==> src/rtl/ppc_pkg.sv <==
// Package: shared verdict encoding for the row-buffer policy classifier.
// Assumes: encodings are fixed; the harness relies on them.
package ppc_pkg;

    typedef enum logic [1:0] {
        VERD_UNDET  = 2'b00,
        VERD_OPEN   = 2'b01,
        VERD_CLOSE  = 2'b10,
        VERD_HYBRID = 2'b11
    } verdict_e;

endpackage

==> src/rtl/ppc_bounds.sv <==
// Module: ppc_bounds
// Derives the latency thresholds used by the interval tests from the DRAM
// timing inputs. Purely combinational; every sum saturates at all-ones.
// Assumes: LW >= TW, timing inputs are quasi-static between phases.
module ppc_bounds #(
    parameter int TW = 10,
    parameter int LW = 10
) (
    input  logic [TW-1:0] t_cl,
    input  logic [TW-1:0] t_rcd,
    input  logic [TW-1:0] t_rp,
    input  logic [TW-1:0] t_bus,
    input  logic [TW-1:0] t_rtrs,
    output logic [LW-1:0] bnd_lo,
    output logic [LW-1:0] bnd_hit,
    output logic [LW-1:0] bnd_turn,
    output logic [LW-1:0] bnd_miss
);

    localparam logic [LW-1:0] SAT_MAX = '1;

    function automatic logic [LW-1:0] sat_add(input logic [LW-1:0] a,
                                              input logic [LW-1:0] b);
        logic [LW:0] s;
        s = {1'b0, a} + {1'b0, b};
        return s[LW] ? SAT_MAX : s[LW-1:0];
    endfunction

    logic [LW-1:0] cl_w, rcd_w, rp_w, bus_w, rtrs_w;
    logic [LW-1:0] burst_w;

    // Widen every timing input to the latency width.
    always_comb begin
        cl_w   = LW'(t_cl);
        rcd_w  = LW'(t_rcd);
        rp_w   = LW'(t_rp);
        bus_w  = LW'(t_bus);
        rtrs_w = LW'(t_rtrs);
    end

    // Chain of saturating sums forming the four thresholds.
    always_comb begin
        bnd_lo   = cl_w;
        bnd_hit  = sat_add(rcd_w, cl_w);
        burst_w  = sat_add(bnd_hit, bus_w);
        bnd_turn = sat_add(burst_w, rtrs_w);
        bnd_miss = sat_add(rp_w, bnd_hit);
    end

endmodule

==> src/rtl/ppc_sweep_acc.sv <==
// Module: ppc_sweep_acc
// Collects evidence over one bit sweep: whether any beat fell in the
// close-only interval, whether any fell in the row-hit interval, and whether
// all beats so far equal the hit threshold. Outputs include the current beat
// so a decision on the final beat sees it. State clears after the final beat.
// Assumes: smp_valid is already qualified with the sweep phase.
module ppc_sweep_acc #(
    parameter int LW = 10
) (
    input  logic          clk,
    input  logic          rst_n,
    input  logic          smp_valid,
    input  logic          smp_last,
    input  logic [LW-1:0] smp_lat,
    input  logic [LW-1:0] bnd_lo,
    input  logic [LW-1:0] bnd_hit,
    input  logic [LW-1:0] bnd_turn,
    input  logic [LW-1:0] bnd_miss,
    output logic          seen_close,
    output logic          seen_open,
    output logic          all_hit
);

    logic close_q, open_q, allhit_q;
    logic in_close, in_open, at_hit;

    // Classify the current beat against the intervals.
    always_comb begin
        in_close = (smp_lat > bnd_turn) && (smp_lat < bnd_miss);
        in_open  = (smp_lat >= bnd_lo) && (smp_lat < bnd_hit);
        at_hit   = (smp_lat == bnd_hit);
    end

    // Merge stored evidence with the current beat.
    always_comb begin
        seen_close = close_q  | (smp_valid & in_close);
        seen_open  = open_q   | (smp_valid & in_open);
        all_hit    = allhit_q & (~smp_valid | at_hit);
    end

    // Hold evidence across beats; restart after the final beat.
    always_ff @(posedge clk) begin
        if (!rst_n) begin
            close_q  <= 1'b0;
            open_q   <= 1'b0;
            allhit_q <= 1'b1;
        end else if (smp_valid) begin
            if (smp_last) begin
                close_q  <= 1'b0;
                open_q   <= 1'b0;
                allhit_q <= 1'b1;
            end else begin
                close_q  <= seen_close;
                open_q   <= seen_open;
                allhit_q <= all_hit;
            end
        end
    end

endmodule

==> src/rtl/ppc_hybrid_acc.sv <==
// Module: ppc_hybrid_acc
// Collects evidence over one hybrid phase: a short latency (below the miss
// threshold) in the row-changing half, and a row-hit latency (below the hit
// threshold) in the same-row half. Outputs include the current beat.
// Assumes: smp_valid is qualified with the hybrid phase and a prior decision.
module ppc_hybrid_acc #(
    parameter int LW = 10
) (
    input  logic          clk,
    input  logic          rst_n,
    input  logic          smp_valid,
    input  logic          smp_last,
    input  logic          smp_half,
    input  logic [LW-1:0] smp_lat,
    input  logic [LW-1:0] bnd_hit,
    input  logic [LW-1:0] bnd_miss,
    output logic          first_low,
    output logic          second_low
);

    logic first_q, second_q;

    // Merge stored evidence with the current beat, per half.
    always_comb begin
        first_low  = first_q  | (smp_valid & ~smp_half & (smp_lat < bnd_miss));
        second_low = second_q | (smp_valid &  smp_half & (smp_lat < bnd_hit));
    end

    // Hold evidence across beats; restart after the final beat.
    always_ff @(posedge clk) begin
        if (!rst_n) begin
            first_q  <= 1'b0;
            second_q <= 1'b0;
        end else if (smp_valid) begin
            first_q  <= smp_last ? 1'b0 : first_low;
            second_q <= smp_last ? 1'b0 : second_low;
        end
    end

endmodule

==> src/rtl/page_policy_classifier.sv <==
// Module: page_policy_classifier (top)
// Classifies a memory controller's row-buffer policy from streamed
// second-request latencies. Phase 0 is the per-bit sweep; phase 1 is the
// two-half hybrid test, honoured only after a sweep gave open or close.
// Verdict, done and retry are registered and update one cycle after the
// final beat of a phase.
// Assumes: the harness never interleaves beats of the two phases.
module page_policy_classifier
    import ppc_pkg::*;
#(
    parameter int TW = 10,
    parameter int LW = 10
) (
    input  logic          clk,
    input  logic          rst_n,
    input  logic [TW-1:0] t_cl,
    input  logic [TW-1:0] t_rcd,
    input  logic [TW-1:0] t_rp,
    input  logic [TW-1:0] t_bus,
    input  logic [TW-1:0] t_rtrs,
    input  logic          lat_valid,
    input  logic          lat_last,
    input  logic          lat_phase,
    input  logic          lat_half,
    input  logic [LW-1:0] lat_value,
    output logic [1:0]    verdict,
    output logic          done,
    output logic          retry
);

    logic [LW-1:0] bnd_lo, bnd_hit, bnd_turn, bnd_miss;
    logic          sweep_vld, hyb_vld;
    logic          seen_close, seen_open, all_hit;
    logic          first_low, second_low;
    logic          sweep_end, hyb_end;
    verdict_e      sweep_dec, hyb_dec;
    verdict_e      verdict_q, prelim_v;
    logic          prelim_q, done_q, retry_q;

    ppc_bounds #(.TW(TW), .LW(LW)) u_bounds (
        .t_cl    (t_cl),
        .t_rcd   (t_rcd),
        .t_rp    (t_rp),
        .t_bus   (t_bus),
        .t_rtrs  (t_rtrs),
        .bnd_lo  (bnd_lo),
        .bnd_hit (bnd_hit),
        .bnd_turn(bnd_turn),
        .bnd_miss(bnd_miss)
    );

    // Qualify beats per phase; hybrid beats need a prior decision.
    always_comb begin
        sweep_vld = lat_valid & ~lat_phase;
        hyb_vld   = lat_valid &  lat_phase & prelim_q;
        sweep_end = sweep_vld & lat_last;
        hyb_end   = hyb_vld & lat_last;
    end

    ppc_sweep_acc #(.LW(LW)) u_sweep (
        .clk       (clk),
        .rst_n     (rst_n),
        .smp_valid (sweep_vld),
        .smp_last  (lat_last),
        .smp_lat   (lat_value),
        .bnd_lo    (bnd_lo),
        .bnd_hit   (bnd_hit),
        .bnd_turn  (bnd_turn),
        .bnd_miss  (bnd_miss),
        .seen_close(seen_close),
        .seen_open (seen_open),
        .all_hit   (all_hit)
    );

    ppc_hybrid_acc #(.LW(LW)) u_hybrid (
        .clk       (clk),
        .rst_n     (rst_n),
        .smp_valid (hyb_vld),
        .smp_last  (lat_last),
        .smp_half  (lat_half),
        .smp_lat   (lat_value),
        .bnd_hit   (bnd_hit),
        .bnd_miss  (bnd_miss),
        .first_low (first_low),
        .second_low(second_low)
    );

    // Sweep decision; conflicting evidence is treated as undetermined.
    always_comb begin
        if (seen_close && seen_open)
            sweep_dec = VERD_UNDET;
        else if (seen_close || all_hit)
            sweep_dec = VERD_CLOSE;
        else if (seen_open)
            sweep_dec = VERD_OPEN;
        else
            sweep_dec = VERD_UNDET;
    end

    // Hybrid decision: upgrade only when both halves show short latency.
    always_comb begin
        hyb_dec = (first_low && second_low) ? VERD_HYBRID : prelim_v;
    end

    // Post verdicts and track whether a preliminary decision exists.
    always_ff @(posedge clk) begin
        if (!rst_n) begin
            verdict_q <= VERD_UNDET;
            prelim_v  <= VERD_UNDET;
            prelim_q  <= 1'b0;
            done_q    <= 1'b0;
            retry_q   <= 1'b0;
        end else begin
            done_q  <= sweep_end | hyb_end;
            retry_q <= sweep_end & (sweep_dec == VERD_UNDET);
            if (sweep_end) begin
                verdict_q <= sweep_dec;
                prelim_v  <= sweep_dec;
                prelim_q  <= (sweep_dec != VERD_UNDET);
            end else if (hyb_end) begin
                verdict_q <= hyb_dec;
            end
        end
    end

    assign verdict = verdict_q;
    assign done    = done_q;
    assign retry   = retry_q;

endmodule

==> config.mk <==
export PLATFORM = sky130hd
export DESIGN_NAME = page_policy_classifier
export DESIGN_NICKNAME = d
export VERILOG_FILES = /design/src/rtl/ppc_pkg.sv /design/src/rtl/ppc_bounds.sv /design/src/rtl/ppc_sweep_acc.sv /design/src/rtl/ppc_hybrid_acc.sv /design/src/rtl/page_policy_classifier.sv
export SDC_FILE = /design/constraint.sdc
export NUM_CORES = 1
export LEC_CHECK = 0
export ABC_CLOCK_PERIOD_IN_PS = 13400
export BUFFER_PORTS_ARGS = -buffer_cell sky130_fd_sc_hd__clkbuf_2
export CORE_AREA = 2 2 163 85
export CTS_BUF_LIST = sky130_fd_sc_hd__clkbuf_4 sky130_fd_sc_hd__clkbuf_8
export CTS_CLUSTER_DIAMETER = 200
export DETAILED_ROUTE_END_ITERATION = 12
export DIE_AREA = 0 0 165 87
export HOLD_SLACK_MARGIN = 0.03
export PLACE_DENSITY = 0.41
export RECOVER_POWER = 25
export SYNTH_ARGS = -nofsm -noshare
export SYNTH_HDL_FRONTEND = slang
export SYNTH_SLANG_ARGS = --single-unit
==> constraint.sdc <==
create_clock -name clk -period 13.4 [get_ports clk]
set_input_delay 1.34 -clock clk [delete_from_list [all_inputs] [get_ports clk]]
set_output_delay 1.34 -clock clk [all_outputs]
set_load 0.02 [all_outputs]
Word level (Yosys, flattened, before mapping):

Cells that the tools add are included.

* bits in registers: 12
* latch bits: 0
* ROM bits: 0
* bits in writable memories: 0
* memories kept: 0
* output and inout bits: 4
* logic and storage cells: 64
* input bits: 66

* div/mod/pow operators: 0
* $add $sub $neg: 4
* multipliers: 0
* multiplexer cells: 15
* $lt $le $gt $ge: 4
* reduce and logical (&&, ||, !) cells: 8
* eq/ne operators: 1
* bitwise gates (word level): 22
* shift operators: 0

Operators by type and width (count)
* adder 10 x 10 -> 11 bit: 4
* two-way mux 10 bit: 4
* less-than comparator 10 bit: 2
* bitwise AND 1 bit: 13
* equality test 10 bit: 1
* greater-or-equal comparator 10 bit: 1
* > comparator 10 bit: 1
* two-way mux 2 bit: 5
* two-way mux 1 bit: 6
* bitwise OR 1 bit: 6
* logical AND 1 bit: 4
* nonzero test 2 bit: 2
* inverter 1 bit: 3
* zero test 2 bit: 1
* logical OR 1 bit: 1

Logic depth before layout (Yosys ltp):

* depth after elaboration: 15
* mapped depth: 38
* gate-level depth less buffers: 36

Hierarchy:

A second synthesis with hierarchy kept.

* cell total of the unflattened synthesis: 525
* area total of the unflattened synthesis: 4060.1 µm²

By module, submodules not included
* ppc_bounds: area each 2034.5 µm², instances 1, cells each 264, seq. area each 0.0 µm²
* ppc_sweep_acc: area each 1118.6 µm², instances 1, cells each 145, seq. area each 60.1 µm²
* ppc_hybrid_acc: area each 554.3 µm², instances 1, cells each 77, seq. area each 40.0 µm²
* page_policy_classifier: area each 352.8 µm², instances 1, cells each 39, seq. area each 140.1 µm²

Least setup slack after synthesis:

No wires, ideal clock.

* path type: input-to-reg
* start: input t_cl[0]
* end: register prelim_v[1]
* data required time: 13.297 ns
* buffers on the path: 2
* library setup time: 0.103 ns
* slack: 4.790 ns
* cell stages on the path: 38
* arrival: 8.506 ns
* cells stage by stage: ha_1 > inv_1 > fa_1 > nor2b_1 > o21ai_1 > a21oi_1 > o21ai_1 > a21oi_1 > o211ai_1 > buf_2 > nand3b_1 > ha_1 > fa_1 > a21o_1 > a21oi_1 > o21bai_1 > a21oi_1 > o21ai_1 > (+2 left out) > ha_1 > fa_1 > a21o_1 > a21oi_1 > o21bai_1 > a21oi_1 > o21ai_1 > a221o_1 > clkbuf_1 > nor2_1 > ha_1 > nor2b_1 > o31ai_1 > a21oi_1 > o311ai_1 > a211oi_4 > o21ba_2 > a2111oi_2

* longest elaborated chain between the ends: 13
* elaborated cells on any way between the ends: 25
* classes of those cells: 4 x add/sub; 4 x order compare; 1 x eq/ne; 6 x mux; 6 x bitwise; 4 x reduce/logical

Ends and longest elaborated chain
* from (decl): line page_policy_classifier.sv:16 `input logic [TW-1:0] t_cl,`
* adder 10 x 10 -> 11 bit: line ppc_bounds.sv:25 `s = {1'b0, a} + {1'b0, b};`
* two-way mux 10 bit: line ppc_bounds.sv:26 `return s[LW] ? SAT_MAX : s[LW-1:0];`
* adder 10 x 10 -> 11 bit: line ppc_bounds.sv:25
* two-way mux 10 bit: line ppc_bounds.sv:26
* adder 10 x 10 -> 11 bit: line ppc_bounds.sv:25
* two-way mux 10 bit: line ppc_bounds.sv:26
* > comparator 10 bit: line ppc_sweep_acc.sv:29 `in_close = (smp_lat > bnd_turn) && (smp_lat < bnd_miss);`
* logical AND 1 bit: line ppc_sweep_acc.sv:29
* bitwise AND 1 bit: line ppc_sweep_acc.sv:36 `seen_close = close_q | (smp_valid & in_close);`
* bitwise OR 1 bit: line ppc_sweep_acc.sv:36
* logical OR 1 bit: line page_policy_classifier.sv:92 `else if (seen_close || all_hit)`
* two-way mux 2 bit: line page_policy_classifier.sv:92
* two-way mux 2 bit *: line page_policy_classifier.sv:90 `if (seen_close && seen_open)`
* to (signal assigned): line page_policy_classifier.sv:118 `prelim_v <= sweep_dec;`
* to (decl): line page_policy_classifier.sv:37 `verdict_e verdict_q, prelim_v;`

Mark *: on every way between the ends. The rest lies on a longest branch, timed or not.
A chain may end at the register's enable or synchronous reset.

Worst setup path in the final report:

Ends and elaborated chain as after synthesis.

==> impl_metrics.csv <==
group,metric,value,unit
power_and_ir_drop,p_clk_share,9.1,%
logic_synthesis,synth_nets,561,
timing,relSlewSlack,51.6,%
clocking,cts.sink_count,12,
timing,fin_worst_skew,2.19,ps
logic_synthesis,ys_seq_area_share,7.60,%
placement,place.gp.congestion,0.784,
floorplan,start_util,24.1,%
worst_setup_path,ff2ff_path_depth,6,
route,drtAntennaViolNets,0,
finish,synthToLayoutAreaGrowth,19.1,%
clocking,clock_latency,250,ps
power_and_ir_drop,swShare,49.6,%
global_route,grt_max_degree,18,
power_and_ir_drop,pwr-share-comb,80.5,%
power_and_ir_drop,switchingPower,0.183,mW
worst_setup_path,path_class,"in2reg",
finish,drive_gt1_share,17.0,%
clocking,cts_tree,"yes",
worst_setup_path,slowest_delay,580,ps
finish,multiInputGateArea,2820,um2
power_and_ir_drop,p_total,0.368,mW
worst_setup_path,crit_arrival,9330,ps
logic_synthesis,syn_inst,412,
timing,max_slew.worst_pin.slew,722,ps
worst_setup_path,crit_start,"t_cl[0]",
timing,period_needed,9180,ps
finish,final_util,28.7,%
clocking,htree_levels,1,
floorplan,rows,30,
worst_setup_path,reg2reg_to,"prelim_v[1]$_SDFFE_PN0P_",
hold_path,hp-start,"u_hybrid.first_q$_SDFFE_PN0P_",
timing,rsz0062_at_grt,"false",
clocking,clkTransAtPathRegs,50,ps
global_route,gr-usage-met1,24.1,%
worst_setup_path,endpoint_kind,"flip-flop",
global_route,grt_first_pass_wirelength,15.9,mm
logic_synthesis,synth-edff-count,0,
logic_synthesis,post_synth_num_cell_types,54,
finish,design_area,3770,um2
clocking,cts_made_buffers,3,
finish,final_cells,659,
route,via_per_inst,4.80,
finish,nets,634,
timing,hold_ws,481,ps
worst_setup_path,crit-reg2reg-launch,"u_sweep.open_q$_SDFFE_PN0P_",
hold_path,holdPathStages,2,
placement,place_area,3730,um2
clocking,ctsRootBufferMaster,"clkbuf_8",
logic_synthesis,ys_async_sr_fraction,0,%
timing,tns,0,ps
power_and_ir_drop,internal_power,0.185,mW
worst_setup_path,start_kind,"input pin",
power_and_ir_drop,peakVddDrop,0.0329,mV
finish,fillers,1466,
placement,portBuffers,69,
worst_setup_path,path_max_fanout,17,
timing,fmax,109,MHz
floorplan,ioPinCount,70,
route,drcViolationCount,0,
logic_synthesis,yosysWarnings,0,
timing,slew_viol_final,0,
route,drt_first_iter_violations,141,
clocking,post-cts-setup-buffer-count,0,
placement,place_inst,656,
global_route,grt_pass1_vias,3099,
global_route,grt_overflow,0,
power_and_ir_drop,power-per-cell-area,97.8,nW/um2
timing,hold_violations,0,
timing,finalSetupViolCount,0,
finish,ff_latch_area,240,um2
worst_setup_path,r2r_slack,11400,ps
timing,finalCritPeriodShare,68.5,%
route,dr_total_vias,3164,
route,wl_per_cell,15.1,um
finish,n_antenna_cell,0,
hold_path,hold_class,"reg2reg",
logic_synthesis,ys_seq_elements,12,
global_route,met3_usage,2.00,%
power_and_ir_drop,p_leak,1.83,nW
timing,setup_ws,4220,ps
worst_setup_path,path_common_cell,"a21oi_1",
worst_setup_path,required,13550,ps
placement,dpl.hpwl,9.08,mm
route,first_pass_iters,4,
global_route,gr-usage-met2,18.9,%
hold_path,worstHoldEndpoint,"u_hybrid.first_q$_SDFFE_PN0P_",
outcome,outcome,"completed",
floorplan,core_area,13100,um2
logic_synthesis,synth_flop_cell,"dfxtp_1",
clocking,cts_resized,0,
global_route,gr-max-usage-layer,"met1",
logic_synthesis,syn_area_per_cell,7.67,um2
route,routed_wl,9.93,mm
floorplan,die_h,87,um
placement,dpl_worst_slack,3910,ps
global_route,grt_usage,14.2,%
worst_setup_path,slowest_stage,"a31oi_1",
logic_synthesis,syn_area,3160,um2
power_and_ir_drop,p_seq_share,10.4,%
floorplan,dieArea,14400,um2
clocking,cts.path.max_buffers,2,
job,drv_cap,0,
floorplan,die_x,165,um
clocking,cts_hold_buf,0,
global_route,antenna_found_initial,0,
-- routing by layer --
metal	routed length (um)	up-vias	part of all wire, %
met5	0	-	0
met4	22	0	0.22
met3	773	5	7.8
met2	3370	85	34
met1	5760	1401	58
li1	-	1673	-
-- worst max-delay path by stage --
stage	end	slack, ps
floorplan	prelim_v[1]$_SDFFE_PN0P_	4790
global placement	prelim_v[1]$_SDFFE_PN0P_	4110
detailed placement	prelim_v[1]$_SDFFE_PN0P_	3910
CTS	prelim_v[1]$_SDFFE_PN0P_	4150
global route	prelim_v[1]$_SDFFE_PN0P_	3570
finish	prelim_v[1]$_SDFFE_PN0P_	4220
-- synthesized netlist by cell type (8+ instances only) --
cell type / number / area (um2)
ha_1: 79 / 988
nor2_1: 45 / 169
a21oi_1: 29 / 145
nand2_1: 29 / 109
inv_1: 23 / 86.3
nand3_1: 17 / 85.1
xnor2_1: 14 / 123
a21o_1: 12 / 90.1
dfxtp_1: 12 / 240
nor2b_1: 12 / 75.1
xor2_1: 10 / 87.6
and3_1: 9 / 56.3
nor3_1: 9 / 45.0
o21a_1: 9 / 67.6
o21ai_0: 9 / 45.0
o21ai_1: 8 / 40.0
o31ai_1: 8 / 60.1
-- cells in the final DEF, fill, tap and decap left out, types with 14 or more instances in the layout --
master,n
nand3_1,17
nand2_1,29
clkbuf_2,65
nor2_1,45
ha_1,79
xnor2_1,14
a21oi_1,29
inv_1,23
-- critical path, delay by kind of cell --
family / cells / cell delay, ps
AND/OR/NAND/NOR: 5 / 670
adder cells (fa/ha/maj): 7 / 2010
AO/OA/AOI/OAI: 23 / 4900
buffers and inverters: 3 / 400
-- power by group through the flow --
stage	combinational, mW	sequential [mW]	clock, mW
6_report	0.296	0.0382	0.0335
5_1_grt	0.339	0.0384	0.0361
4_1_cts	0.299	0.0382	0.0339
3_5_place_dp	0.297	0.0390	0
3_3_place_gp	0.296	0.0390	0
2_1_floorplan	0.220	0.0394	0
-- layout make-up --
class                           instances  share of cell area [%]
Multi-Input combinational cell        374                    75.0
Inverter                               23                    2.29
Clock buffer                            3                    1.10
Sequential cell                        12                    6.38
Timing Repair Buffer                   71                    9.44
Tap cell                              176                    5.85
-- registers in the layout, indices dropped and copies added, names as in the netlist --
register / flops
prelim_v: 2
verdict: 2
done: 1
prelim_q: 1
retry: 1
u_hybrid.first_q: 1
u_hybrid.second_q: 1
u_sweep.allhit_q: 1
u_sweep.close_q: 1
u_sweep.open_q: 1
-- cells by family after synthesis --
group / after synthesis / share of synthesized area, %
AND/OR/NAND/NOR: 158 / 24.9
AO/OA/AOI/OAI: 108 / 23.6
adder cells (fa/ha/maj): 83 / 33.8
buffers and inverters: 26 / 3.13
XOR/XNOR: 24 / 6.65
flip-flops: 12 / 7.60
multiplexers: 1 / 0.317
No activity file was read; power rests on OpenSTA's default activity.
